--- src/rtl/lf_edge_mask_pkg.sv ---
package lf_edge_mask_pkg;

    typedef enum logic [1:0] {
        EM_SMALL  = 2'd0,
        EM_MIDDLE = 2'd1,
        EM_WIDE   = 2'd2,
        EM_WIDE_B = 2'd3
    } edge_mode_e;

    localparam int unsigned SEL_W          = 4;
    localparam int unsigned SEL_NARROW_ALL = 0;
    localparam int unsigned SEL_NARROW_HEV = 1;
    localparam int unsigned SEL_MEDIUM     = 2;
    localparam int unsigned SEL_WIDE       = 3;

    typedef struct packed {
        logic enable;
        logic hev;
        logic flat_in;
        logic flat_out;
    } edge_flags_t;

    function automatic logic mode_uses_inner(input edge_mode_e m);
        return m != EM_SMALL;
    endfunction

    function automatic logic mode_uses_outer(input edge_mode_e m);
        return m[1];
    endfunction

    function automatic logic [SEL_W-1:0] pick_filter(input edge_flags_t f);
        logic [SEL_W-1:0] s;
        s = '0;
        if (f.enable) begin
            if (f.flat_in && f.flat_out)      s[SEL_WIDE]       = 1'b1;
            else if (f.flat_in)               s[SEL_MEDIUM]     = 1'b1;
            else if (f.hev)                   s[SEL_NARROW_HEV] = 1'b1;
            else                              s[SEL_NARROW_ALL] = 1'b1;
        end
        return s;
    endfunction

endpackage

--- src/rtl/lf_edge_gate.sv ---
module lf_edge_gate #(
    parameter int PIX_W = 8,
    parameter int NTAP  = 8
) (
    input  logic [NTAP*PIX_W-1:0] p_pix,
    input  logic [NTAP*PIX_W-1:0] q_pix,
    input  logic [PIX_W-1:0]      thr_e,
    input  logic [PIX_W-1:0]      thr_i,
    output logic                  enable
);
    localparam int INNER = 4;
    localparam int STEPS = INNER - 1;
    localparam int SUM_W = PIX_W + 2;
    localparam logic [SUM_W-1:0] SAT_MAX = SUM_W'((1 << PIX_W) - 1);

    function automatic logic [PIX_W-1:0] adiff(input logic [PIX_W-1:0] a,
                                               input logic [PIX_W-1:0] b);
        return (a > b) ? (a - b) : (b - a);
    endfunction

    logic [2*STEPS-1:0] step_ok;

    for (genvar k = 0; k < STEPS; k++) begin : g_step
        assign step_ok[k] =
            adiff(p_pix[k*PIX_W +: PIX_W], p_pix[(k+1)*PIX_W +: PIX_W]) <= thr_i;
        assign step_ok[STEPS+k] =
            adiff(q_pix[k*PIX_W +: PIX_W], q_pix[(k+1)*PIX_W +: PIX_W]) <= thr_i;
    end

    logic [PIX_W-1:0] d_zero;
    logic [PIX_W-1:0] d_one;
    logic [PIX_W-1:0] d_half;
    logic [SUM_W-1:0] raw_sum;
    logic [PIX_W-1:0] sat_sum;

    always_comb begin
        d_zero  = adiff(p_pix[0 +: PIX_W], q_pix[0 +: PIX_W]);
        d_one   = adiff(p_pix[PIX_W +: PIX_W], q_pix[PIX_W +: PIX_W]);
        d_half  = d_one >> 1;
        raw_sum = {1'b0, d_zero, 1'b0} + {2'b00, d_half};
        sat_sum = (raw_sum > SAT_MAX) ? SAT_MAX[PIX_W-1:0] : raw_sum[PIX_W-1:0];
    end

    assign enable = (&step_ok) && (sat_sum <= thr_e);

endmodule

--- src/rtl/lf_flat_span.sv ---
module lf_flat_span #(
    parameter int PIX_W = 8,
    parameter int NTAP  = 8,
    parameter int FIRST = 1,
    parameter int LAST  = 3
) (
    input  logic [NTAP*PIX_W-1:0] pix,
    output logic                  flat
);
    localparam int SPAN = LAST - FIRST + 1;

    function automatic logic [PIX_W-1:0] adiff(input logic [PIX_W-1:0] a,
                                               input logic [PIX_W-1:0] b);
        return (a > b) ? (a - b) : (b - a);
    endfunction

    logic [SPAN-1:0] near;

    for (genvar k = 0; k < SPAN; k++) begin : g_tap
        assign near[k] =
            adiff(pix[(FIRST+k)*PIX_W +: PIX_W], pix[0 +: PIX_W]) <= PIX_W'(1);
    end

    assign flat = &near;

endmodule

--- src/rtl/lf_hev_detect.sv ---
module lf_hev_detect #(
    parameter int PIX_W = 8,
    parameter int NTAP  = 8
) (
    input  logic [NTAP*PIX_W-1:0] p_pix,
    input  logic [NTAP*PIX_W-1:0] q_pix,
    input  logic [PIX_W-1:0]      thr_h,
    output logic                  hev
);
    function automatic logic [PIX_W-1:0] adiff(input logic [PIX_W-1:0] a,
                                               input logic [PIX_W-1:0] b);
        return (a > b) ? (a - b) : (b - a);
    endfunction

    logic p_big;
    logic q_big;

    assign p_big = adiff(p_pix[PIX_W +: PIX_W], p_pix[0 +: PIX_W]) > thr_h;
    assign q_big = adiff(q_pix[PIX_W +: PIX_W], q_pix[0 +: PIX_W]) > thr_h;
    assign hev   = p_big || q_big;

endmodule

--- src/rtl/lf_filter_select.sv ---
module lf_filter_select
    import lf_edge_mask_pkg::*;
(
    input  edge_mode_e        mode,
    input  logic              enable,
    input  logic              hev,
    input  logic              inner_p,
    input  logic              inner_q,
    input  logic              outer_p,
    input  logic              outer_q,
    output edge_flags_t       flags,
    output logic [SEL_W-1:0]  sel
);
    always_comb begin
        flags.enable   = enable;
        flags.hev      = hev;
        flags.flat_in  = inner_p && inner_q && mode_uses_inner(mode);
        flags.flat_out = outer_p && outer_q && mode_uses_outer(mode);
        sel            = pick_filter(flags);
    end

endmodule

--- src/rtl/lf_edge_mask.sv ---
module lf_edge_mask
    import lf_edge_mask_pkg::*;
#(
    parameter int PIX_W = 8,
    parameter int NTAP  = 8
) (
    input  logic                  clk,
    input  logic                  rst,
    input  logic                  in_valid,
    input  logic [1:0]            mode,
    input  logic [NTAP*PIX_W-1:0] p_pix,
    input  logic [NTAP*PIX_W-1:0] q_pix,
    input  logic [PIX_W-1:0]      thr_e,
    input  logic [PIX_W-1:0]      thr_i,
    input  logic [PIX_W-1:0]      thr_h,
    output logic                  out_valid,
    output logic                  filt_en,
    output logic                  hev,
    output logic                  flat_in,
    output logic                  flat_out,
    output logic [3:0]            sel
);
    localparam int INNER_LAST = 3;
    localparam int OUTER_FIRST = INNER_LAST + 1;

    logic        en_c;
    logic        hev_c;
    logic        in_p_c;
    logic        in_q_c;
    logic        out_p_c;
    logic        out_q_c;
    edge_flags_t flags_c;
    logic [SEL_W-1:0] sel_c;

    lf_edge_gate #(.PIX_W(PIX_W), .NTAP(NTAP)) u_gate (
        .p_pix (p_pix),
        .q_pix (q_pix),
        .thr_e (thr_e),
        .thr_i (thr_i),
        .enable(en_c)
    );

    lf_hev_detect #(.PIX_W(PIX_W), .NTAP(NTAP)) u_hev (
        .p_pix(p_pix),
        .q_pix(q_pix),
        .thr_h(thr_h),
        .hev  (hev_c)
    );

    lf_flat_span #(.PIX_W(PIX_W), .NTAP(NTAP), .FIRST(1), .LAST(INNER_LAST))
        u_in_p (.pix(p_pix), .flat(in_p_c));
    lf_flat_span #(.PIX_W(PIX_W), .NTAP(NTAP), .FIRST(1), .LAST(INNER_LAST))
        u_in_q (.pix(q_pix), .flat(in_q_c));
    lf_flat_span #(.PIX_W(PIX_W), .NTAP(NTAP), .FIRST(OUTER_FIRST), .LAST(NTAP-1))
        u_out_p (.pix(p_pix), .flat(out_p_c));
    lf_flat_span #(.PIX_W(PIX_W), .NTAP(NTAP), .FIRST(OUTER_FIRST), .LAST(NTAP-1))
        u_out_q (.pix(q_pix), .flat(out_q_c));

    lf_filter_select u_sel (
        .mode   (edge_mode_e'(mode)),
        .enable (en_c),
        .hev    (hev_c),
        .inner_p(in_p_c),
        .inner_q(in_q_c),
        .outer_p(out_p_c),
        .outer_q(out_q_c),
        .flags  (flags_c),
        .sel    (sel_c)
    );

    edge_flags_t      flags_q;
    logic [SEL_W-1:0] sel_q;
    logic             vld_q;

    always_ff @(posedge clk) begin
        if (rst) begin
            flags_q <= '0;
            sel_q   <= '0;
            vld_q   <= 1'b0;
        end else begin
            vld_q <= in_valid;
            if (in_valid) begin
                flags_q <= flags_c;
                sel_q   <= sel_c;
            end
        end
    end

    assign out_valid = vld_q;
    assign filt_en   = flags_q.enable;
    assign hev       = flags_q.hev;
    assign flat_in   = flags_q.flat_in;
    assign flat_out  = flags_q.flat_out;
    assign sel       = sel_q;

endmodule

--- config.mk ---
export PLATFORM = sky130hd
export DESIGN_NAME = lf_edge_mask
export DESIGN_NICKNAME = d
export VERILOG_FILES = /design/src/rtl/lf_edge_mask_pkg.sv /design/src/rtl/lf_edge_gate.sv /design/src/rtl/lf_flat_span.sv /design/src/rtl/lf_hev_detect.sv /design/src/rtl/lf_filter_select.sv /design/src/rtl/lf_edge_mask.sv
export SDC_FILE = /design/constraint.sdc
export NUM_CORES = 1
export LEC_CHECK = 0
export BUFFER_PORTS_ARGS = -buffer_cell sky130_fd_sc_hd__buf_2
export CORE_MARGIN = 8
export CORE_UTILIZATION = 40
export CTS_CLUSTER_DIAMETER = 200
export DETAILED_ROUTE_END_ITERATION = 12
export PLACE_DENSITY = 0.67
export SYNTH_ARGS = -nofsm -noshare
export SYNTH_HDL_FRONTEND = slang
export SYNTH_SLANG_ARGS = --single-unit
--- constraint.sdc ---
create_clock -name clk -period 6 [get_ports clk]
set_input_delay 0.3 -clock clk [delete_from_list [all_inputs] [get_ports clk]]
set_output_delay 0.3 -clock clk [all_outputs]
set_load 0.02 [all_outputs]
After elaboration in Yosys (flattened, before gate mapping). Index checks and enable logic that the tools add are counted.

$add $sub $neg: 41. Order comparisons: 46. Mux-type cells: 30. Reductions and logical operators: 13.

Operators with widths (number): $sub A8 B8 Y8 (40); $gt A8 B8 Y1 (24); $mux W8 (23); $le A8 B1 Y1 const B (14); $le A8 B8 Y1 (7); $add A9 B7 Y10 (1); $gt A10 B8 Y1 const B (1); $reduce_and A4 Y1 (2); $logic_and A1 B1 Y1 (6); $reduce_and A3 Y1 (2); $reduce_and A6 Y1 (1); $mux W1 (4); $mux W4 (1); $mux W3 (1); $mux W2 (1); $reduce_bool A2 Y1 (1); $logic_or A1 B1 Y1 (1).

Bits in registers: 9. Bits of input ports: 157. Output and inout port bits: 9. Word-level logic and storage cells: 136.

Logic depth before layout (Yosys ltp). Gate-level depths: netlist of the first run.

Word-level depth: 9. Gate-level depth with buffers: 34. Depth with buffers taken out: 32.

Hierarchy. Synthesis of the first run repeated with hierarchy kept, for this count alone.

Cells, all modules: 2442. Area, all modules: 18559.0 µm².

Modules (own cells, without submodules): lf_edge_gate (instances 1, cells an instance 819, area an instance 6512.5 µm², sequential area each 0.0 µm²); lf_flat_span (u_out_p) (instances 1, cells an instance 403, area an instance 2932.8 µm², sequential area each 0.0 µm²); lf_flat_span (u_out_q) (instances 1, cells an instance 394, area an instance 2849.0 µm², sequential area each 0.0 µm²); lf_flat_span (u_in_p) (instances 1, cells an instance 290, area an instance 2135.8 µm², sequential area each 0.0 µm²); lf_flat_span (u_in_q) (instances 1, cells an instance 278, area an instance 2043.2 µm², sequential area each 0.0 µm²); lf_hev_detect (instances 1, cells an instance 222, area an instance 1694.1 µm², sequential area each 0.0 µm²); lf_edge_mask (instances 1, cells an instance 28, area an instance 312.8 µm², sequential area each 180.2 µm²); lf_filter_select (instances 1, cells an instance 8, area an instance 78.8 µm², sequential area each 0.0 µm²).

Least setup slack after synthesis of the first run. Ideal clock, no wire load.

Path type: input-to-reg. From: in q_pix[1]. To: reg sel_q[3] (netlist: sel[3]). Setup time: 88 ps. Arrival: 6404 ps. Data required time: 5912 ps. Slack: -493 ps. Cell stages on the path: 28. Path buffers: 1. Cell sequence: inv_1 -> fa_1 -> a21o_1 -> a21oi_1 -> nor2_1 -> o21ai_1 -> mux2_2 -> ha_1 -> a21o_1 -> a21oi_1 -> o21ai_0 -> a21o_1 -> a21oi_1 -> nor2b_1 -> mux2i_1 -> and2_0 -> clkbuf_1 -> o21bai_1 -> ha_1 -> nor2b_1 -> o211ai_1 -> a21oi_1 -> o22ai_1 -> o2111ai_1 -> or4_2 -> or2b_2 -> or4_4 -> o32ai_2.

Word-level cells in the longest chain between the ends: 9. Elaborated cells on any way between the ends: 57. Those cells by class: add/sub (17); order compare (19); mux (12); reduce/logical (9).

Ends and longest elaborated chain: from (decl) (RTL line lf_edge_mask.sv:12) `input logic [NTAP*PIX_W-1:0] q_pix,`; parallel branches: the longest is 8 deep, another holds $add A9 B7 Y10; $mux W4 * (RTL line lf_edge_mask_pkg.sv:34) `if (f.enable) begin`; to (signal assigned) (RTL line lf_edge_mask.sv:84) `sel_q <= sel_c;`; to (decl) (RTL line lf_edge_mask.sv:72) `logic [SEL_W-1:0] sel_q;`.

Mark *: on every way between the ends. A chain may end at the register's enable or synchronous reset.

Worst setup path after layout of the first run.
From: in p_pix[8]. To: reg sel_q[3] (netlist: sel[3]).

Word-level cells in the longest chain between the ends: 9. Elaborated cells on any way between the ends: 29. Those cells by class: add/sub (7); order compare (9); mux (7); reduce/logical (6).

Ends and longest elaborated chain: from (decl) (RTL line lf_edge_mask.sv:11) `input logic [NTAP*PIX_W-1:0] p_pix,`; parallel branches: the longest is 8 deep, another holds $add A9 B7 Y10; $mux W4 * (RTL line lf_edge_mask_pkg.sv:34).

Marks and branches as above.

==> impl_metrics.py, run 1 <==
metrics = {
    "worst_setup_path": {
        "slowest_delay_ps": 450,
        "worstReg2RegStart": "sel[2]",
        "critical_path_arrival_ps": 6260,
        "cpMaxStageDelayCell": "sky130_fd_sc_hd__or4_4",
        "rr_endpoint": "sel[2]",
        "timing_worst_setup_path_type": "primary input to register",
        "critical_path_buf_inv_count": 6,
        "rrSetupSlack_ps": 5150,
        "worst_path_dominant_cell_family": "compound AO/OA/AOI/OAI gates",
        "path_max_fanout": 6,
        "worst-endpoint-required_ps": 6140,
        "timing.critical_path.to_type": "register",
        "worst_setup_path_start_kind": "primary input",
        "worst-r2r-cell-count": 4,
    },
    "logic_synthesis": {
        "mappedNetlistArea_sq_mm": 0.0161,
        "synth_common_cells": "380 x sky130_fd_sc_hd__ha_1, 254 x sky130_fd_sc_hd__inv_1, 202 x sky130_fd_sc_hd__a21oi_1, 119 x sky130_fd_sc_hd__o21ai_0, 116 x sky130_fd_sc_hd__nor2_1",
        "postSynthAreaPerCell_sq_um": 7.49,
        "portion_of_synthesized_cell_area_occupied_by_the_leading_cell_type": 0.296,
        "synthCells": 2148,
        "yosys_warnings": 0,
        "synth_enable_flop_cells": 0,
        "synth_most_common_cell": "sky130_fd_sc_hd__ha_1",
        "synthTopCellsByArea": "sky130_fd_sc_hd__ha_1 30%, sky130_fd_sc_hd__a21oi_1 6.3%, sky130_fd_sc_hd__inv_1 5.9%",
        "ys.flop_type": "sky130_fd_sc_hd__dfxtp_1",
        "ys_ff_latch": 9,
        "synth.net_count": 2726,
        "synth_sequential_area_ratio": 0.0112,
        "netlist.top_cell.by_area": "sky130_fd_sc_hd__ha_1",
        "synthDistinctLibCells": 93,
        "ys_async_sr_fraction": 0,
    },
    "placed_design": {
        "placed_cells": 2904,
        "placement.io_buffers": 165,
        "detailedPlacementHpwl_um": 48200,
        "placed_area_sq_mm": 0.0183,
        "gp_congestion": 0.980,
    },
    "pwr": {
        "power-per-cell-area_mw_per_mm2": 135,
        "power.leakage_nw": 9.28,
        "switching_share": 0.533,
        "design_power_total_mw": 2.50,
        "irDropWorstVdd_v": 0.0000760,
        "seq_power_share": 0.025,
        "p_sw_mw": 1.33,
        "combinationalPowerShare": 0.928,
        "power.internal_mw": 1.17,
        "clock_network_fraction_of_design_power": 0.047,
    },
    "grt": {
        "number_of_global_route_vias_before_repair": 16624,
        "residual_overflow_from_global_routing": 0,
        "grt_first_pass_wirelength_um": 87500,
        "initial_antenna_violation_count": 6,
        "grt_start_max_net_pins": 17,
        "gr-usage-all-layers": 0.228,
    },
    "sta": {
        "clock_skew_ps": 0,
        "timing.final.setup_violations": 2,
        "tightestPinTransition_ps": 1010,
        "relSlewSlack": 0.326,
        "achievable-frequency_mhz": 163,
        "post_route_hold_slack_ps": 376,
        "rsz0062_at_grt": "true",
        "final_min_period_over_clock_period": 1.02,
        "timing.final.max_slew_violations": 0,
        "final.setup.worst_slack_ps": -124,
        "min_period_ps": 6120,
        "finalHoldViolCount": 0,
    },
    "clock_network": {
        "buffer_cell_driving_the_clock_tree_root": "sky130_fd_sc_hd__clkbuf_16",
        "total_clock_buffers_created_by_cts": 3,
        "worst_skew_pair.late_latency_ps": 230,
        "postCtsHoldBufs": 0,
        "cts_buffer_depth": 2,
        "clk_pin_slew_worst_paths_ps": 40,
        "cts.sink_count": 9,
        "h-tree-depth": 1,
        "tritoncts": "done",
    },
    "floorplanning": {
        "core_area_sq_mm": 0.0397,
        "top_level_ports": 166,
        "placement_rows": 73,
        "design.die.area_sq_mm": 0.0469,
        "floorplan.initialDensity": 0.405,
        "horizontal_die_dimension_um": 217,
        "die_height_um": 217,
    },
    "hold_path": {
        "class_of_the_most_critical_hold_timing_path": "primary input to register",
        "hold_path_depth": 2,
        "min_from": "in_valid",
        "min_delay_worst_endpoint": "hev",
    },
    "detailed_routing": {
        "drt-initial-drc-count": 970,
        "first_pass_iters": 6,
        "count_of_vias_placed_by_the_detailed_router": 16938,
        "detail-route-antenna-nets": 0,
        "drt-total-wl_um": 57100,
        "vias_per_cell": 5.80,
        "drc_errors": 0,
        "routed_wire_length_per_instance_um": 19.5,
    },
    "cells_and_area": {
        "nNetsFinal": 2971,
        "fraction_of_final_layout_cells_sized_beyond_drive_strength_1": 0.161,
        "post-route-util": 0.467,
        "final_area_sq_mm": 0.0186,
        "synthToLayoutAreaGrowth_pct": 15.5,
        "stdcell_count": 2922,
    },
    "flow_run": {
        "cap_viol_max_count": 0,
    },
    "run_status": {
        "failed_checks": "setup timing",
        "result_of_the_run": "finished with violations",
    },
}
==> worst register-to-register path, cell delays in order, from the launching register on <==
cell and delay, ps:
sky130_fd_sc_hd__dfxtp_1 320, sky130_fd_sc_hd__nand2_1 90, sky130_fd_sc_hd__nand3_1 90, sky130_fd_sc_hd__nor2_1 60
sky130_fd_sc_hd__a211oi_2 210
==> sequential cells by signal, summed over array words and instances (netlist names) <==
register,cells
flat_out,1
sel,4
out_valid,1
flat_in,1
hev,1
filt_en,1
==> power groups by stage <==
stage	Combinational (mW)	Clock (mW)	Sequential, mW
2_1_floorplan	1.53	0	0.0675
3_3_place_gp	2.15	0	0.0644
3_5_place_dp	2.21	0	0.0645
4_1_cts	2.27	0.119	0.0635
5_1_grt	2.55	0.123	0.0637
6_report	2.32	0.117	0.0635
==> area by class of cell <==
class                           instances  area (sq um)
Fill cell                            4015         21200
Clock buffer                            4          78.8
Timing Repair Buffer                  311          1930
Antenna cell                            5          12.5
Tap cell                              525           657
Multi-Input combinational cell       1813         14700
Inverter                              255           966
Sequential cell                         9           180
==> how the worst max path moves through the flow <==
| stage | depth (start not counted) | slack (ps) | to | from |
|---|---|---|---|---|
| detailed placement | 35 | -900 | sel[2] | p_pix[8] |
| finish | 34 | -120 | sel[3] | p_pix[8] |
| CTS | 34 | -40 | sel[3] | p_pix[8] |
| global route | 34 | -360 | sel[3] | p_pix[8] |
| global placement | 33 | -670 | sel[3] | p_pix[8] |
| floorplan | 28 | 7 | sel[3] | q_pix[1] |
==> layout by cell type, fill, tap and decap left out, types with 38 or more instances in the layout <==
master                     instances
sky130_fd_sc_hd__nor2b_1          42
sky130_fd_sc_hd__a21o_1           79
sky130_fd_sc_hd__xnor2_1          66
sky130_fd_sc_hd__o21ai_0         112
sky130_fd_sc_hd__ha_1            379
sky130_fd_sc_hd__mux2i_1          67
sky130_fd_sc_hd__fa_1             38
sky130_fd_sc_hd__nand2_1          98
sky130_fd_sc_hd__xor2_1           48
sky130_fd_sc_hd__inv_1           251
sky130_fd_sc_hd__a211oi_1         38
sky130_fd_sc_hd__a21oi_1         198
sky130_fd_sc_hd__nand4_1          58
sky130_fd_sc_hd__buf_2           163
sky130_fd_sc_hd__nor2_1          116
sky130_fd_sc_hd__buf_4           147
==> cell families (layout without fill, tap and decap cells) <==
logic type	Yosys count	in the layout	share of synthesized area
mux	86	86	0.0548
simple gates	515	515	0.172
fa+ha+maj	421	421	0.347
compound gates	676	676	0.273
flops	9	9	0.0112
xor+xnor	115	115	0.0626
other cells	0	5	0
buf+inv	326	570	0.0801
==> layer usage <==
layer | share of wire | track usage | up-vias
li1 | - | - | 8289
met4 | 0.044 | 0.0967 | 2
met5 | 0.00023 | 0 | -
met2 | 0.47 | 0.396 | 564
met1 | 0.43 | 0.284 | 7952
met3 | 0.052 | 0.0209 | 131
==> through the flow <==
step	setup WS, ps	setup TNS (ps)
final	-124	-227
after global routing	-357	-688
after CTS	-43.3	-60.0
after detailed placement	-900	-2690
after global placement	-674	-1760
after floorplan	7.36	0
==> timing repair <==
item                       4_1_cts  5_1_grt
setup endpoints to repair        4        4
pin swaps                        8        4
gates resized for setup         24       10
gates cloned                     0        0
setup buffers                    5        4
Note: power is estimated with default switching activity, not from simulation.
==> inputs of run 2 (changes only) <==
CORE_MARGIN = 2   (was 8)
==> impl_metrics.py, run 2 (same netlist as run 1, synthesis figures left out) <==
metrics = {
    "run_status": {
        "result_of_the_run": "finished with violations",
        "failed_checks": "setup timing",
    },
    "detailed_routing": {
        "first_pass_iters": 7,
        "drc_errors": 0,
        "drt-total-wl_um": 56800,
        "vias_per_cell": 5.89,
        "drt-initial-drc-count": 1206,
        "count_of_vias_placed_by_the_detailed_router": 17173,
        "detail-route-antenna-nets": 0,
        "routed_wire_length_per_instance_um": 19.5,
    },
    "grt": {
        "met2_usage_grt": 0.466,
        "grt_first_pass_wirelength_um": 88000,
        "gr-usage-all-layers": 0.264,
        "global_route.usage.met3": 0.0186,
        "initial_antenna_violation_count": 4,
        "grt_start_max_net_pins": 17,
        "residual_overflow_from_global_routing": 0,
        "groute.layer.met1.usage": 0.337,
        "busiest_layer": "met2",
        "number_of_global_route_vias_before_repair": 16609,
    },
    "cells_and_area": {
        "flip_flop_count_of_the_largest_register_after_layout": 4,
        "final_area_sq_mm": 0.0186,
        "synthToLayoutAreaGrowth_pct": 15.4,
        "nNetsFinal": 2970,
        "fraction_of_final_layout_cells_sized_beyond_drive_strength_1": 0.161,
        "final_cell_mix": "379 x sky130_fd_sc_hd__ha_1, 250 x sky130_fd_sc_hd__inv_1, 198 x sky130_fd_sc_hd__a21oi_1, 163 x sky130_fd_sc_hd__buf_2, 145 x sky130_fd_sc_hd__buf_4",
        "final_common_cell": "sky130_fd_sc_hd__ha_1",
    },
    "floorplanning": {
        "core_area_sq_mm": 0.0397,
        "top_level_ports": 166,
        "die_height_um": 205,
        "placement_rows": 73,
        "design.die.area_sq_mm": 0.0418,
        "horizontal_die_dimension_um": 205,
        "floorplan.initialDensity": 0.405,
    },
    "sta": {
        "tightestPinTransition_ps": 1040,
        "min_period_ps": 6040,
        "final_min_period_over_clock_period": 1.01,
        "timing.final.max_slew_violations": 0,
        "post_route_hold_slack_ps": 378,
        "final.setup.worst_slack_ps": -42.6,
        "relSlewSlack": 0.307,
        "fin_tns_setup_ps": -74.5,
        "finalHoldViolCount": 0,
        "timing.final.setup_violations": 2,
        "achievable-frequency_mhz": 165,
        "clock_skew_ps": 0,
        "rsz0062_at_grt": "true",
    },
    "worst_setup_path": {
        "worst-endpoint-required_ps": 6160,
        "cpMaxStageDelayCell": "sky130_fd_sc_hd__or4_4",
        "path_max_fanout": 6,
        "timing_worst_setup_path_type": "primary input to register",
        "rr_endpoint": "sel[2]",
        "timing.critical_path.to_type": "register",
        "slowest_delay_ps": 450,
        "rrSetupSlack_ps": 5180,
        "critical_path_arrival_ps": 6200,
        "worst_setup_path_start_kind": "primary input",
        "worst-r2r-cell-count": 4,
        "worstReg2RegStart": "sel[2]",
    },
    "hold_path": {
        "hold_path_depth": 2,
        "class_of_the_most_critical_hold_timing_path": "primary input to register",
        "min_delay_worst_endpoint": "hev",
        "min_from": "in_valid",
    },
    "placed_design": {
        "placed_area_sq_mm": 0.0183,
        "detailedPlacementHpwl_um": 47400,
        "dpl_worst_slack_ps": -706,
        "gp_congestion": 0.989,
        "placement.io_buffers": 165,
    },
    "clock_network": {
        "cts.sink_count": 9,
        "cts_buffer_depth": 2,
        "h-tree-depth": 1,
        "worst_skew_pair.late_latency_ps": 230,
        "tritoncts": "done",
        "buffer_cell_driving_the_clock_tree_root": "sky130_fd_sc_hd__clkbuf_16",
        "clk_pin_slew_worst_paths_ps": 40,
        "total_clock_buffers_created_by_cts": 3,
    },
    "pwr": {
        "power.leakage_nw": 9.29,
        "irDropWorstVdd_v": 0.0000667,
        "power-per-cell-area_mw_per_mm2": 135,
    },
    "flow_run": {
        "cap_viol_max_count": 0,
    },
}
-- run 2: layer usage --
metal  routed length (um)  vias up
li1                     -     8296
met1                24500     8153
met2                27000      596
met3                 3060      124
met4                 2240        4
met5                   23        -
-- run 2: per-stage QoR --
stage / power [mW] / utilization / instances
final: 2.51 / 0.467 / 2917
after global routing: 2.76 / 0.467 / 2916
after CTS: 2.45 / 0.465 / 2912
after detailed placement: 2.29 / 0.461 / 2904
after global placement: 2.22 / 0.461 / 2904
after floorplan: 1.59 / - / 2148
-- run 2: final cells by class --
type | count | area (sq um)
clock inverters | 1 | 5.00
diodes | 1 | 2.50
fillers | 4007 | 21200
flip-flops and latches | 9 | 180
clock buffers | 3 | 75.1
repair buffers | 310 | 1930
multi-input cells | 1813 | 14700
well taps | 525 | 657
inverters | 255 | 966
-- run 2: worst max-delay path: cells and delay by family --
kind,cells,cell delay (ps)
buffers and inverters,6,660
muxes,2,380
and+or+nand+nor,6,1380
AOI/OAI and AO/OA,15,2340
xor gates and xnor gates,1,130
adders and majority gates,4,1020
-- run 2: report_power, final --
part	switching (mW)	total (mW)	internal (mW)
combinational	1.31	2.32	1.02
clock	0.0297	0.118	0.0879
sequential	0.00117	0.0637	0.0625
-- run 2: worst max path at each step --
| stage | from | end | slack [ps] |
|---|---|---|---|
| detailed placement | p_pix[8] | sel[2] | -710 |
| global route | p_pix[8] | sel[2] | -380 |
| global placement | p_pix[8] | sel[3] | -510 |
| floorplan | q_pix[1] | sel[3] | 7 |
| finish | p_pix[8] | sel[2] | -40 |
| CTS | p_pix[8] | sel[3] | 20 |
-- run 2: repair_timing --
action | CTS | global route
resized for setup | 18 | 15
hold buffers | 0 | 0
hold endpoints to repair | 0 | 0
endpoints found under the setup margin | 4 | 4
pin swaps | 7 | 3
setup buffers | 4 | 4
==> inputs of run 3 (changes only) <==
MAX_ROUTING_LAYER = met4   (was not set)
==> impl_metrics.py, run 3 (same netlist as run 1, synthesis figures left out) <==
metrics = {
    "clock_network": {
        "clk_pin_slew_worst_paths_ps": 40,
        "buffer_cell_driving_the_clock_tree_root": "sky130_fd_sc_hd__clkbuf_16",
        "postCtsHoldBufs": 0,
        "total_clock_buffers_created_by_cts": 3,
        "tritoncts": "done",
        "cts_buffer_depth": 2,
        "cts.sink_count": 9,
        "worst_skew_pair.late_latency_ps": 230,
        "h-tree-depth": 1,
    },
    "worst_setup_path": {
        "worst-endpoint-required_ps": 6140,
        "critical_path_arrival_ps": 6180,
        "path_max_fanout": 6,
        "path_common_cell": "sky130_fd_sc_hd__or4_4",
        "timing.critical_path.to_type": "register",
        "timing_worst_setup_path_type": "primary input to register",
        "cpMaxStageDelayCell": "sky130_fd_sc_hd__or4_4",
        "slowest_delay_ps": 440,
        "worst-r2r-cell-count": 4,
        "worst_setup_path_start_kind": "primary input",
    },
    "pwr": {
        "switching_share": 0.531,
        "power.internal_mw": 1.18,
        "irDropWorstVdd_v": 0.0000702,
        "power.leakage_nw": 9.27,
        "seq_power_share": 0.025,
        "clock_network_fraction_of_design_power": 0.047,
        "power-per-cell-area_mw_per_mm2": 136,
        "p_sw_mw": 1.34,
        "combinationalPowerShare": 0.928,
    },
    "cells_and_area": {
        "final_common_cell": "sky130_fd_sc_hd__ha_1",
        "stdcell_count": 2919,
        "final_area_sq_mm": 0.0185,
        "final_cell_mix": "378 x sky130_fd_sc_hd__ha_1, 251 x sky130_fd_sc_hd__inv_1, 198 x sky130_fd_sc_hd__a21oi_1, 163 x sky130_fd_sc_hd__buf_2, 141 x sky130_fd_sc_hd__buf_4",
        "fraction_of_final_layout_cells_sized_beyond_drive_strength_1": 0.158,
        "flip_flop_count_of_the_largest_register_after_layout": 4,
        "synthToLayoutAreaGrowth_pct": 15.3,
        "nNetsFinal": 2966,
    },
    "detailed_routing": {
        "routed_wire_length_per_instance_um": 19.5,
        "vias_per_cell": 5.82,
        "first_pass_iters": 5,
        "count_of_vias_placed_by_the_detailed_router": 16979,
        "drt-total-wl_um": 56800,
        "detail-route-antenna-nets": 0,
        "drt-initial-drc-count": 1132,
        "drc_errors": 0,
    },
    "grt": {
        "initial_antenna_violation_count": 7,
        "residual_overflow_from_global_routing": 0,
        "number_of_global_route_vias_before_repair": 16620,
        "grt_start_max_net_pins": 17,
        "gr-usage-all-layers": 0.272,
        "grt_first_pass_wirelength_um": 88300,
    },
    "floorplanning": {
        "die_height_um": 205,
        "floorplan.initialDensity": 0.405,
        "core_area_sq_mm": 0.0397,
        "placement_rows": 73,
        "top_level_ports": 166,
        "horizontal_die_dimension_um": 205,
        "design.die.area_sq_mm": 0.0418,
    },
    "sta": {
        "timing.final.setup_violations": 1,
        "rsz0062_at_grt": "true",
        "finalHoldViolCount": 0,
        "timing.final.max_slew_violations": 0,
        "post_route_hold_slack_ps": 374,
        "tightestPinTransition_ps": 1020,
        "clock_skew_ps": 0,
        "min_period_ps": 6040,
        "relSlewSlack": 0.320,
        "final_min_period_over_clock_period": 1.01,
        "final.setup.worst_slack_ps": -37.6,
        "achievable-frequency_mhz": 166,
    },
    "flow_run": {
        "cap_viol_max_count": 0,
    },
    "placed_design": {
        "placement.io_buffers": 165,
        "placed_area_sq_mm": 0.0182,
        "gp_congestion": 0.976,
        "detailedPlacementHpwl_um": 47700,
        "placed_cells": 2896,
    },
    "hold_path": {
        "hold_path_depth": 2,
        "class_of_the_most_critical_hold_timing_path": "primary input to register",
    },
    "run_status": {
        "result_of_the_run": "finished with violations",
        "failed_checks": "setup timing",
    },
}
run 3: cell types whose count changed in the layout (fill, tap and decap cells not counted), sizes merged:
cell / delta
clkbuf: +1
buf: -4
diode: +6
clkinv: -1
run 3: per-stage QoR:
| step | utilization | worst slack [ps] | setup TNS, ps | total power [mW] |
|---|---|---|---|---|
| after floorplan | - | 7.36 | 0 | 1.59 |
| after global placement | 0.459 | -510 | -1090 | 2.22 |
| after detailed placement | 0.459 | -688 | -1850 | 2.28 |
| after CTS | 0.465 | 11.0 | 0 | 2.47 |
| after global routing | 0.467 | -350 | -661 | 2.78 |
| final | 0.467 | -37.6 | -37.6 | 2.52 |
run 3: power by group through the flow:
stage               logic [mW]  registers (mW)  clock network [mW]
floorplan                 1.53          0.0675                   0
global placement          2.16          0.0645                   0
detailed placement        2.22          0.0646                   0
CTS                       2.29          0.0636               0.119
global route              2.59          0.0638               0.123
finish                    2.34          0.0636               0.118
run 3: what timing repair did:
action	4_1_cts	5_1_grt
pin swaps	11	9
buffers inserted	9	3
gates resized for setup	21	11
setup endpoints to repair	4	4
run 3: critical path: cells and delay by family:
kind            cells  cell delay, ps
mux                 1             180
fa+ha+maj           5            1300
buf+inv             6             570
xor+xnor            1             150
compound gates     12            1790
simple gates        9            1880
run 3: cell type report:
type | count | area, sq um
fillers | 4068 | 21200
multi-input cells | 1813 | 14700
repair buffers | 306 | 1900
inverters | 255 | 966
well taps | 525 | 657
flip-flops and latches | 9 | 180
clock buffers | 4 | 78.8
diodes | 7 | 17.5
run 3: metal layers:
| layer | share of wire | vias to the layer above | global-route usage |
|---|---|---|---|
| met5 | 0 | - | - |
| met4 | 0.043 | 0 | 0.103 |
| met3 | 0.052 | 126 | 0.0156 |
| met2 | 0.47 | 592 | 0.460 |
| met1 | 0.43 | 7968 | 0.342 |
| li1 | - | 8293 | - |
run 3: path summary, 6_finish.rpt:
check,start,to,slack (ps)
worst min-delay path,rst,sel[2],370
worst max-delay path,p_pix[8],sel[3],-40
worst max register to register,sel[2],sel[2],5160
worst min register to register,filt_en,filt_en,470
